<file path="src/rtl/dense_pkg.sv">
package dense_pkg;
    typedef enum logic [1:0] {
        PH_LOAD = 2'd0,
        PH_MAC  = 2'd1,
        PH_EMIT = 2'd2
    } phase_e;
endpackage

</file>
<file path="src/rtl/dense_wstore.sv">
// Coefficient bank: a writable shadow copy plus an active copy frozen per frame.
module dense_wstore #(
    parameter int N_IN  = 8,
    parameter int N_OUT = 5,
    parameter int N_CH  = 2,
    parameter int WW    = 8,
    parameter int GW    = 2,
    parameter int KW    = 4,
    parameter int ADW   = 6
) (
    input  logic                     clk,
    input  logic                     rst_n,
    input  logic                     wr_en,
    input  logic [ADW-1:0]           wr_addr,
    input  logic [WW-1:0]            wr_data,
    input  logic                     snap,
    input  logic [GW-1:0]            rd_grp,
    input  logic [KW-1:0]            rd_idx,
    output logic [N_CH-1:0][WW-1:0]  rd_w
);
    localparam int NWORDS = N_OUT * (N_IN + 1);

    logic [WW-1:0] sh_d [NWORDS];
    logic [WW-1:0] sh_q [NWORDS];
    logic [WW-1:0] ac_d [NWORDS];
    logic [WW-1:0] ac_q [NWORDS];

    always_comb begin
        sh_d = sh_q;
        ac_d = ac_q;
        if (wr_en && (int'(wr_addr) < NWORDS)) begin
            sh_d[wr_addr] = wr_data;
        end
        if (snap) begin
            ac_d = sh_d;
        end
    end

    always_ff @(posedge clk or negedge rst_n) begin
        if (!rst_n) begin
            for (int i = 0; i < NWORDS; i++) begin
                sh_q[i] <= '0;
                ac_q[i] <= '0;
            end
        end else begin
            sh_q <= sh_d;
            ac_q <= ac_d;
        end
    end

    always_comb begin
        for (int c = 0; c < N_CH; c++) begin
            rd_w[c] = '0;
            if ((int'(rd_grp) * N_CH + c) < N_OUT) begin
                rd_w[c] = ac_q[ADW'((int'(rd_grp) * N_CH + c) * (N_IN + 1) + int'(rd_idx))];
            end
        end
    end

    // the active bank moves only on a snapshot
    p_frozen_r9: assert property (@(posedge clk) disable iff (!rst_n)
        (!snap) ##1 ($stable(rd_grp) && $stable(rd_idx)) |-> $stable(rd_w));
endmodule

</file>
<file path="src/rtl/dense_mac.sv">
// One multiply-accumulate lane: load on the first element, add bias on the last cycle.
module dense_mac #(
    parameter int DW = 8,
    parameter int WW = 8,
    parameter int AW = 20
) (
    input  logic          clk,
    input  logic          rst_n,
    input  logic          en,
    input  logic          first,
    input  logic          bias_cyc,
    input  logic [DW-1:0] x,
    input  logic [WW-1:0] w,
    output logic [AW-1:0] acc
);
    logic signed [AW-1:0]    acc_d, acc_q;
    logic signed [DW+WW-1:0] prod;

    always_comb begin
        prod  = $signed(x) * $signed(w);
        acc_d = acc_q;
        if (en) begin
            if (first) begin
                acc_d = AW'(prod);
            end else if (bias_cyc) begin
                acc_d = acc_q + AW'($signed(w));
            end else begin
                acc_d = acc_q + AW'(prod);
            end
        end
    end

    always_ff @(posedge clk or negedge rst_n) begin
        if (!rst_n) acc_q <= '0;
        else        acc_q <= acc_d;
    end

    assign acc = acc_q;

    // a lane holds its result while not computing (emission window)
    p_idle_hold_r6: assert property (@(posedge clk) disable iff (!rst_n)
        !en |=> $stable(acc_q));
endmodule

</file>
<file path="src/rtl/dense_layer.sv">
module dense_layer #(
    parameter int IN_X    = 2,
    parameter int IN_Y    = 2,
    parameter int IN_Z    = 2,
    parameter int N_OUT   = 5,
    parameter int N_CH    = 2,
    parameter int DW      = 8,
    parameter int WW      = 8,
    parameter bit RELU_EN = 1'b1,
    localparam int N_IN   = IN_X * IN_Y * IN_Z,
    localparam int NWORDS = N_OUT * (N_IN + 1),
    localparam int ADW    = (NWORDS > 1) ? $clog2(NWORDS) : 1,
    localparam int AW     = DW + WW + $clog2(N_IN + 1)
) (
    input  logic           clk,
    input  logic           rst_n,
    input  logic           s_tvalid,
    output logic           s_tready,
    input  logic [DW-1:0]  s_tdata,
    output logic           m_tvalid,
    input  logic           m_tready,
    output logic [AW-1:0]  m_tdata,
    output logic           m_tlast,
    input  logic           wr_en,
    input  logic [ADW-1:0] wr_addr,
    input  logic [WW-1:0]  wr_data
);
    import dense_pkg::*;

    localparam int NGRP = (N_OUT + N_CH - 1) / N_CH;
    localparam int GW   = (NGRP > 1) ? $clog2(NGRP) : 1;
    localparam int CW   = (N_CH > 1) ? $clog2(N_CH) : 1;
    localparam int KW   = $clog2(N_IN + 1);

    typedef struct packed {
        phase_e        ph;
        logic [KW-1:0] cnt;
        logic [GW-1:0] grp;
        logic [CW-1:0] ch;
    } ctl_t;

    ctl_t ctl_d, ctl_q;
    logic [DW-1:0] xb_d [N_IN];
    logic [DW-1:0] xb_q [N_IN];

    logic                     snap, lane_en, first, bias_cyc, last_nrn;
    logic [DW-1:0]            x_cur;
    logic [N_CH-1:0][WW-1:0]  rd_w;
    logic [AW-1:0]            acc [N_CH];
    logic [AW-1:0]            sel;

    always_comb begin
        ctl_d    = ctl_q;
        xb_d     = xb_q;
        snap     = 1'b0;
        lane_en  = 1'b0;
        s_tready = (ctl_q.ph == PH_LOAD);
        m_tvalid = (ctl_q.ph == PH_EMIT);
        last_nrn = (int'(ctl_q.grp) * N_CH + int'(ctl_q.ch)) == (N_OUT - 1);
        first    = (ctl_q.cnt == '0);
        bias_cyc = (ctl_q.cnt == KW'(N_IN));
        x_cur    = bias_cyc ? '0 : xb_q[ctl_q.cnt];
        case (ctl_q.ph)
            PH_LOAD: begin
                if (s_tvalid) begin
                    xb_d[ctl_q.cnt] = s_tdata;
                    if (ctl_q.cnt == KW'(N_IN - 1)) begin
                        ctl_d.cnt = '0;
                        ctl_d.grp = '0;
                        ctl_d.ph  = PH_MAC;
                        snap      = 1'b1;
                    end else begin
                        ctl_d.cnt = ctl_q.cnt + 1'b1;
                    end
                end
            end
            PH_MAC: begin
                lane_en = 1'b1;
                if (bias_cyc) begin
                    ctl_d.ph = PH_EMIT;
                    ctl_d.ch = '0;
                end else begin
                    ctl_d.cnt = ctl_q.cnt + 1'b1;
                end
            end
            PH_EMIT: begin
                if (m_tready) begin
                    if (last_nrn) begin
                        ctl_d.ph  = PH_LOAD;
                        ctl_d.cnt = '0;
                    end else if (ctl_q.ch == CW'(N_CH - 1)) begin
                        ctl_d.grp = ctl_q.grp + 1'b1;
                        ctl_d.ch  = '0;
                        ctl_d.cnt = '0;
                        ctl_d.ph  = PH_MAC;
                    end else begin
                        ctl_d.ch = ctl_q.ch + 1'b1;
                    end
                end
            end
            default: ctl_d.ph = PH_LOAD;
        endcase
    end

    always_ff @(posedge clk or negedge rst_n) begin
        if (!rst_n) begin
            ctl_q <= '{ph: PH_LOAD, cnt: '0, grp: '0, ch: '0};
            for (int i = 0; i < N_IN; i++) xb_q[i] <= '0;
        end else begin
            ctl_q <= ctl_d;
            xb_q  <= xb_d;
        end
    end

    dense_wstore #(
        .N_IN(N_IN), .N_OUT(N_OUT), .N_CH(N_CH), .WW(WW),
        .GW(GW), .KW(KW), .ADW(ADW)
    ) u_wstore (
        .clk(clk), .rst_n(rst_n), .wr_en(wr_en), .wr_addr(wr_addr),
        .wr_data(wr_data), .snap(snap), .rd_grp(ctl_q.grp),
        .rd_idx(ctl_q.cnt), .rd_w(rd_w)
    );

    for (genvar c = 0; c < N_CH; c++) begin : g_lane
        dense_mac #(.DW(DW), .WW(WW), .AW(AW)) u_mac (
            .clk(clk), .rst_n(rst_n), .en(lane_en), .first(first),
            .bias_cyc(bias_cyc), .x(x_cur), .w(rd_w[c]), .acc(acc[c])
        );
    end

    assign sel     = acc[ctl_q.ch];
    assign m_tlast = m_tvalid && last_nrn;

    if (RELU_EN) begin : g_relu
        assign m_tdata = sel[AW-1] ? '0 : sel;
        // a rectified result is never negative
        p_relu_r5: assert property (@(posedge clk) disable iff (!rst_n)
            m_tvalid |-> !m_tdata[AW-1]);
    end else begin : g_linear
        assign m_tdata = sel;
    end

    // output is held under backpressure
    p_hold_r8: assert property (@(posedge clk) disable iff (!rst_n)
        m_tvalid && !m_tready |=> m_tvalid && $stable(m_tdata) && $stable(m_tlast));

    // accepting the final neuron returns the block to input collection
    p_last_idle_r7: assert property (@(posedge clk) disable iff (!rst_n)
        m_tvalid && m_tready && m_tlast |=> s_tready && !m_tvalid);

    // the final input beat closes the input side
    p_frame_close_r2: assert property (@(posedge clk) disable iff (!rst_n)
        s_tvalid && s_tready && (ctl_q.cnt == KW'(N_IN - 1)) |=> !s_tready && !m_tvalid);
endmodule

</file>
<file path="config.mk">
export PLATFORM = sky130hd
export DESIGN_NAME = dense_layer
export DESIGN_NICKNAME = d
export VERILOG_FILES = /design/src/rtl/dense_pkg.sv /design/src/rtl/dense_wstore.sv /design/src/rtl/dense_mac.sv /design/src/rtl/dense_layer.sv
export SDC_FILE = /design/constraint.sdc
export NUM_CORES = 2
export LEC_CHECK = 0
export ABC_CLOCK_PERIOD_IN_PS = 13750
export BUFFER_PORTS_ARGS = -buffer_cell sky130_fd_sc_hd__buf_2
export CAP_MARGIN = 20
export CORE_MARGIN = 5
export CORE_UTILIZATION = 45
export CTS_BUF_LIST = sky130_fd_sc_hd__clkbuf_16
export DETAILED_ROUTE_END_ITERATION = 16
export HOLD_SLACK_MARGIN = 0.06
export MAX_ROUTING_LAYER = met4
export PLACE_DENSITY = 0.64
export REMOVE_ABC_BUFFERS = 1
export SLEW_MARGIN = 20
export SYNTH_ARGS = -nofsm -noshare
export SYNTH_HDL_FRONTEND = slang
export SYNTH_SLANG_ARGS = --single-unit
</file>
<file path="constraint.sdc">
create_clock -name clk -period 13.75 [get_ports clk]
set_input_delay 3.4375 -clock clk [delete_from_list [all_inputs] [get_ports clk]]
set_output_delay 3.4375 -clock clk [all_outputs]
set_load 0.05 [all_outputs]
</file>
# [After elaboration in Yosys (flattened, before gate mapping)]
# Index checks and enable logic that the tools add are counted.
[word_totals] regBits=833 in_bits=27 output_inout_bits=23 wordCells=208
[classes] add_sub_neg=11 n_mul=4 magnitude_cmp=10 n_eq_ne=13 mux=47 bitwise_logic=5 n_reduce_logical=14
[op_table] cell="bitwise mux 360 bit" n=1
[op_table] cell="2-to-1 mux 360 bit" n=1
[op_table] cell="2-to-1 mux 20 bit" n=7
[op_table] cell="2-to-1 mux 8 bit" n=13
[op_table] cell="binary-select mux 8 bit (select 6 bit)" n=2
[op_table] cell="bitwise mux 64 bit" n=1
[op_table] cell="demux 8 bit (select 6 bit)" n=1
[op_table] cell="adder 20 x 16 -> 20 bit" n=2
[op_table] cell="adder 20 x 8 -> 20 bit" n=2
[op_table] cell="less-than comparator 32 x 4 -> 1 bit, second input constant" n=1
[op_table] cell="multiplier 32 x 5 -> 6 bit, second input constant" n=1
[op_table] cell="multiplier 8 x 8 -> 16 bit" n=2
[op_table] cell="binary-select mux 8 bit (select 3 bit)" n=1
[op_table] cell="demux 8 bit (select 3 bit)" n=1
[op_table] cell="2-to-1 mux 19 bit" n=1
[op_table] cell=">= comparator 6 x 7 -> 1 bit, second input constant" n=2
[op_table] cell="adder 6 x 5 -> 6 bit" n=2
[op_table] cell="NOT 6 bit" n=2
[op_table] cell="one-hot mux 4 bit (3 select lines)" n=1
[op_table] cell="AND reduction 5 bit" n=2
[op_table] cell="2-to-1 mux 9 bit" n=1
[op_table] cell="== test 4 x 3 -> 1 bit, second input constant" n=2
[op_table] cell="2-to-1 mux 4 bit" n=2
[op_table] cell="inequality test 2 bit, second input constant" n=4
[op_table] cell="36 further kinds" n=49

# [Logic depth before layout (Yosys ltp)]
[depth] ltp_word=12 depth_mapped=45 depth_no_buf=40

# [Hierarchy]
# From an unflattened synthesis, not the netlist that was laid out.
[hier_totals] hier_cells=3501 hier_area_um2=46111.7
[modules_own_cells] module="dense_wstore" n_inst=1 cells_each=2134 area_each_um2=33151.8 seq_area_each_um2=18017.3
[modules_own_cells] module="dense_mac (g_lane[1].u_mac)" n_inst=1 cells_each=517 area_each_um2=4499.3 seq_area_each_um2=500.5
[modules_own_cells] module="dense_mac (g_lane[0].u_mac)" n_inst=1 cells_each=531 area_each_um2=4480.5 seq_area_each_um2=500.5
[modules_own_cells] module="dense_layer" n_inst=1 cells_each=319 area_each_um2=3980.1 seq_area_each_um2=1826.8

# [Worst setup path before layout]
# Ideal clock, no wire load.
[synth_path] path_type="reg2reg" start="register ctl_q[2] in the netlist's numbering" end="register g_lane[1].u_mac.acc_q[19]" t_arrival_ps=9570 required_time_ps=13621 slack_ps=4051 stages_incl_launch_ff=41 period_less_slack_ps=9699 cell_sequence="dfrtp_1 ha_1 xnor2_1 inv_1 clkbuf_1 buf_2 ha_1 inv_1 fa_1 buf_2 buf_1 buf_2 a221oi_1 a211o_1 a21oi_1 a31oi_1 or2_2 buf_2 [5 not listed] inv_1 fa_1 inv_1 ha_1 or3_1 or2_2 a31oi_1 xor2_1 o21ai_0 ha_1 o2111ai_1 or2_2 o211ai_1 a31oi_1 nor2b_1 o21a_1 nor3_1 a2111o_1"
[synth_between] elab_chain_cells=12 elab_cells_between_ends=14 classes_between="add/sub (4); mul (2); order compare (1); mux (6); bitwise (1)"
[synth_rtl] element="start, declared" line="dense_layer.sv:42" text="ctl_t ctl_d, ctl_q;"
[synth_rtl] element="start signal, assigned" line="dense_layer.sv:107" text="ctl_q <= '{ph: PH_LOAD, cnt: '0, grp: '0, ch: '0};"
[synth_rtl] element="start signal, assigned" line="dense_layer.sv:110" text="ctl_q <= ctl_d;"
[synth_rtl] element="adder 3 x 1 -> 4 bit (*)" line="dense_wstore.sv:54, dense_wstore.sv:55"
[synth_rtl] element="multiplier 32 x 5 -> 6 bit" line="dense_wstore.sv:55" text="rd_w[c] = ac_q[ADW'((int'(rd_grp) * N_CH + c) * (N_IN + 1) + int'(rd_idx))];"
[synth_rtl] element="adder 6 x 5 -> 6 bit" line="dense_wstore.sv:55"
[synth_rtl] element="NOT 6 bit (not written as such)" line="dense_wstore.sv:55"
[synth_rtl] element="binary-select mux 8 bit (select 6 bit)" line="dense_wstore.sv:55"
[synth_rtl] element="2-to-1 mux 8 bit (not written as such) (2 in a row)" line="dense_wstore.sv:55"
[synth_rtl] element="2-to-1 mux 8 bit (*)" line="dense_wstore.sv:54" text="if ((int'(rd_grp) * N_CH + c) < N_OUT) begin"
[synth_rtl] element="multiplier 8 x 8 -> 16 bit" line="dense_mac.sv:20" text="prod = $signed(x) * $signed(w);"
[synth_rtl] element="adder 20 x 16 -> 20 bit" line="dense_mac.sv:28" text="acc_d = acc_q + AW'(prod);"
[synth_rtl] element="2-to-1 mux 20 bit" line="dense_mac.sv:25" text="end else if (bias_cyc) begin"
[synth_rtl] element="2-to-1 mux 20 bit (*)" line="dense_mac.sv:23" text="if (first) begin"
[synth_rtl] element="end signal, assigned" line="dense_mac.sv:34" text="if (!rst_n) acc_q <= '0;"
[synth_rtl] element="end signal, assigned" line="dense_mac.sv:35" text="else acc_q <= acc_d;"
[synth_rtl] element="end, declared" line="dense_mac.sv:16" text="logic signed [AW-1:0] acc_d, acc_q;"
# Mark *: on every way between the ends. The rest lies on a longest branch, timed or not. The select of a mux whose other input is x is not followed.
# A chain may end at the register's enable or synchronous reset.

# [Worst setup path in the final report]
[layout_path] start="register ctl_q[3] in the netlist's numbering" end="register g_lane[1].u_mac.acc_q[19]"
[layout_between] elab_chain_cells=10 elab_cells_between_ends=18 classes_between="add/sub (3); mul (1); eq/ne (1); mux (10); bitwise (2); reduce/logical (1)"
[layout_rtl] element="adder 6 x 5 -> 6 bit" line="dense_wstore.sv:55"
[layout_rtl] element="NOT 6 bit (not written as such)" line="dense_wstore.sv:55"
[layout_rtl] element="binary-select mux 8 bit (select 6 bit)" line="dense_wstore.sv:55"
[layout_rtl] element="2-to-1 mux 8 bit (not written as such) (2 in a row)" line="dense_wstore.sv:55"
[layout_rtl] element="2-to-1 mux 8 bit" line="dense_wstore.sv:54"
[layout_rtl] element="multiplier 8 x 8 -> 16 bit" line="dense_mac.sv:20"
[layout_rtl] element="adder 20 x 16 -> 20 bit" line="dense_mac.sv:28"
[layout_rtl] element="2-to-1 mux 20 bit" line="dense_mac.sv:25"
[layout_rtl] element="2-to-1 mux 20 bit (*)" line="dense_mac.sv:23"
# Marked as above.

==> metrics.cfg <==
[synth]
synth_ff_type = dfrtp_1
synth_top_cell_area_share_pct = 45.6
yosys_warnings = 0
syn_avg_cell_area_um2 = 13.1
ys_types = 74
syn-cell-area_mm2 = 0.0457
ys_ff_latch = 833
synth.area.top_cells = dfrtp_1 46%, mux2_2 20%, mux4_2 9.3%
synthArstFlopShare_pct = 100
synth.largest_area_cell = dfrtp_1
synth_edf_count = 0
netlist_instances = 3479
ys_seq_area_share_pct = 45.6

[setup_path]
cp_slowest_stage_delay_ns = 0.77
crit_buf_inv = 6
cp.arrival_ns = 11.01
cp-start-kind = register
cp-endpoint = g_lane[1].u_mac.acc[19]
cp_max_fo = 42
r2r-end = g_lane[1].u_mac.acc[19]
r2r_start = ctl_q[3]
critPathTopFamily = adder cells
crit_required_ns = 14.29
cp-end-kind = register
path_class = reg -> reg
cp_slowest_cell = dfrtp_4
r2r_slack_ns = 3.28
cp-startpoint = ctl_q[3]
cp_num_cells = 35
r2r_cells = 35

[routing]
drc = 0
wl_per_cell_um = 23.4
wirelength_um = 115000
ant_nets = 0
drt_iter0_markers = 1798
vias_per_cell = 5.72
via_count = 28100
drt_pass1_iterations = 5

[global_route]
globalRouteTotalUtil_pct = 22.2
overflow = 0
antenna_found_initial = 7
grt_pass1_vias = 29100
grt_pass1_wl_um = 180000
grt_max_degree = 158

[timing]
rsz0062_at_grt = no
hold_viol_final = 0
clock_skew_ns = 0.0500
maxSlewHeadroom_pct = 23.0
fin_hold_ws_ns = 0.489
finalSetupViolCount = 0
worst_pin_slew_ns = 1.15
fin_crit_ns = 10.47
timing.fmax_mhz = 95.5
final.setup.worst_slack_ns = 3.28
setup_tns_ns = 0
drv_slew = 0
period_share_pct = 76.2

[power]
p_comb_share_pct = 37.9
switching_share_pct = 37.2
p_clk_share_pct = 27.2
power.density_mw_per_mm2 = 171
intPower_mw = 5.38
total_power_mw = 8.56
sequentialPowerShare_pct = 34.8
power.leakage_nw = 24.0
p_switching_mw = 3.18
peakVddDrop_mv = 0.256

[placement]
dp_slack_ns = 3.29
place_congestion = 0.893
post-dp-hpwl_um = 75500
io_buffers = 48
dp.cells = 4752
placed_area_mm2 = 0.0473

[die]
core_mm2 = 0.101
die_x_um = 329
start_util_pct = 45.1
ios = 50
num_rows = 117
die_area_mm2 = 0.108
die_y_um = 329

[clock_tree]
clock-sinks = 833
cts_inserted_buffers = 90
cts_root_buf = clkbuf_16
cts-resized-gates = 0
h-tree-depth = 3
path_clk_slew_ns = 0.06
clock_latency_ns = 0.67
cts_tree = built
cts.path.max_buffers = 3
post-cts-setup-buffers = 0
hold_buffers = 0

[layout]
multi_input_area_mm2 = 0.0232
final_core_util_pct = 49.5
fin_cells = 4921
area_growth_pct = 9.69
final_nets = 3731
nFillCells = 8920
regArea_mm2 = 0.0208
layout-drive-gt1-share_pct = 35.8
fin_area_mm2 = 0.0501

[min_path]
holdCritStartpoint = u_wstore.sh_q[338]
hp-class = reg -> reg

[job]
drv_cap = 0

[outcome]
outcome = finished, final reports clean

metal layers:
| metal | GRT usage [%] | part of all wire, % |
|---|---|---|
| met1 | 30.9 | 46 |
| met2 | 34.7 | 47 |
| met3 | 3.47 | 5.0 |
| met4 | 5.12 | 2.4 |
| met5 | - | 0 |
cells in the mapped netlist, types with 5 or more instances:
cell type  count
o22ai_1        5
o21bai_1      11
mux2_2       800
buf_6         13
nor3_1        23
a221oi_1      15
ha_1         112
dfrtp_1      833
fa_1         115
buf_2         30
nor2b_1       12
a211o_1        8
nand3_1       32
buf_4         14
or2_2         27
mux4_1        15
mux2i_1       62
and3_1        12
or3_1         13
buf_1          9
xor2_1        19
a31oi_1       29
nand2_1      157
nand3b_1       7
o21ai_0       54
o21a_1         7
a21o_1        24
o211ai_1       9
nor2_1       236
nand2b_1      12
clkbuf_1     131
xnor2_1       50
inv_1        200
a211oi_1      10
a21oi_1      119
mux4_2       189
power groups by stage:
stage / logic, mW / registers, mW / clock network (mW)
after global routing: 3.56 / 3.02 / 2.49
after floorplan: 2.34 / 3.05 / 0
after global placement: 3.22 / 3.01 / 0
after detailed placement: 3.25 / 3.03 / 0
after CTS: 3.26 / 2.98 / 2.39
final: 3.25 / 2.98 / 2.33
area by class of cell:
class,instances,area share (%)
Multi-Input combinational cell,2242,46.3
Sequential cell,833,41.6
Clock buffer,93,4.64
Tap cell,1368,3.41
Inverter,203,1.52
Timing Repair Buffer,107,1.51
Clock inverter,71,1.01
Antenna cell,4,0.0200
cell usage in the layout (no fill, tap or decap), types with 54 or more instances in the layout:
cell / instances
ha_1: 109
nand2_1: 157
clkbuf_16: 93
dfrtp_1: 832
inv_1: 223
fa_1: 114
nor2_1: 234
a21oi_1: 119
mux2_2: 800
mux2i_1: 62
o21ai_0: 54
mux4_2: 189
sequential cells by signal (all words and copies together), names as in the netlist:
| register | flops |
|---|---|
| u_wstore.ac_q | 360 |
| u_wstore.sh_q | 360 |
| xb_q | 64 |
| g_lane.u_mac.acc | 40 |
| ctl_q | 9 |
worst min-delay path by stage:
| stage | slack (ns) | cells after the start | to |
|---|---|---|---|
| 6_report | 0.49 | 1 | u_wstore.sh_q[338] |
| 5_1_grt | 0.50 | 1 | u_wstore.sh_q[346] |
| 3_3_place_gp | 0.47 | 1 | u_wstore.sh_q[342] |
| 3_5_place_dp | 0.48 | 1 | u_wstore.sh_q[341] |
| 4_1_cts | 0.49 | 1 | u_wstore.sh_q[341] |
| 2_1_floorplan | 0.47 | 1 | u_wstore.sh_q[128] |
kinds of logic after synthesis:
kind of cell             count (synthesis)  synth area share (%)
multiplexers                          1068                  31.3
flip-flops                             833                  45.6
AND/OR/NAND/NOR                        551                  5.33
buffers and inverters                  404                  3.83
AO/OA/AOI/OAI                          326                  4.48
adder cells (fa/ha/maj)                227                  8.10
XOR/XNOR                                69                  1.32
other                                    1               0.00820
Power figures use the tool's default switching activity.
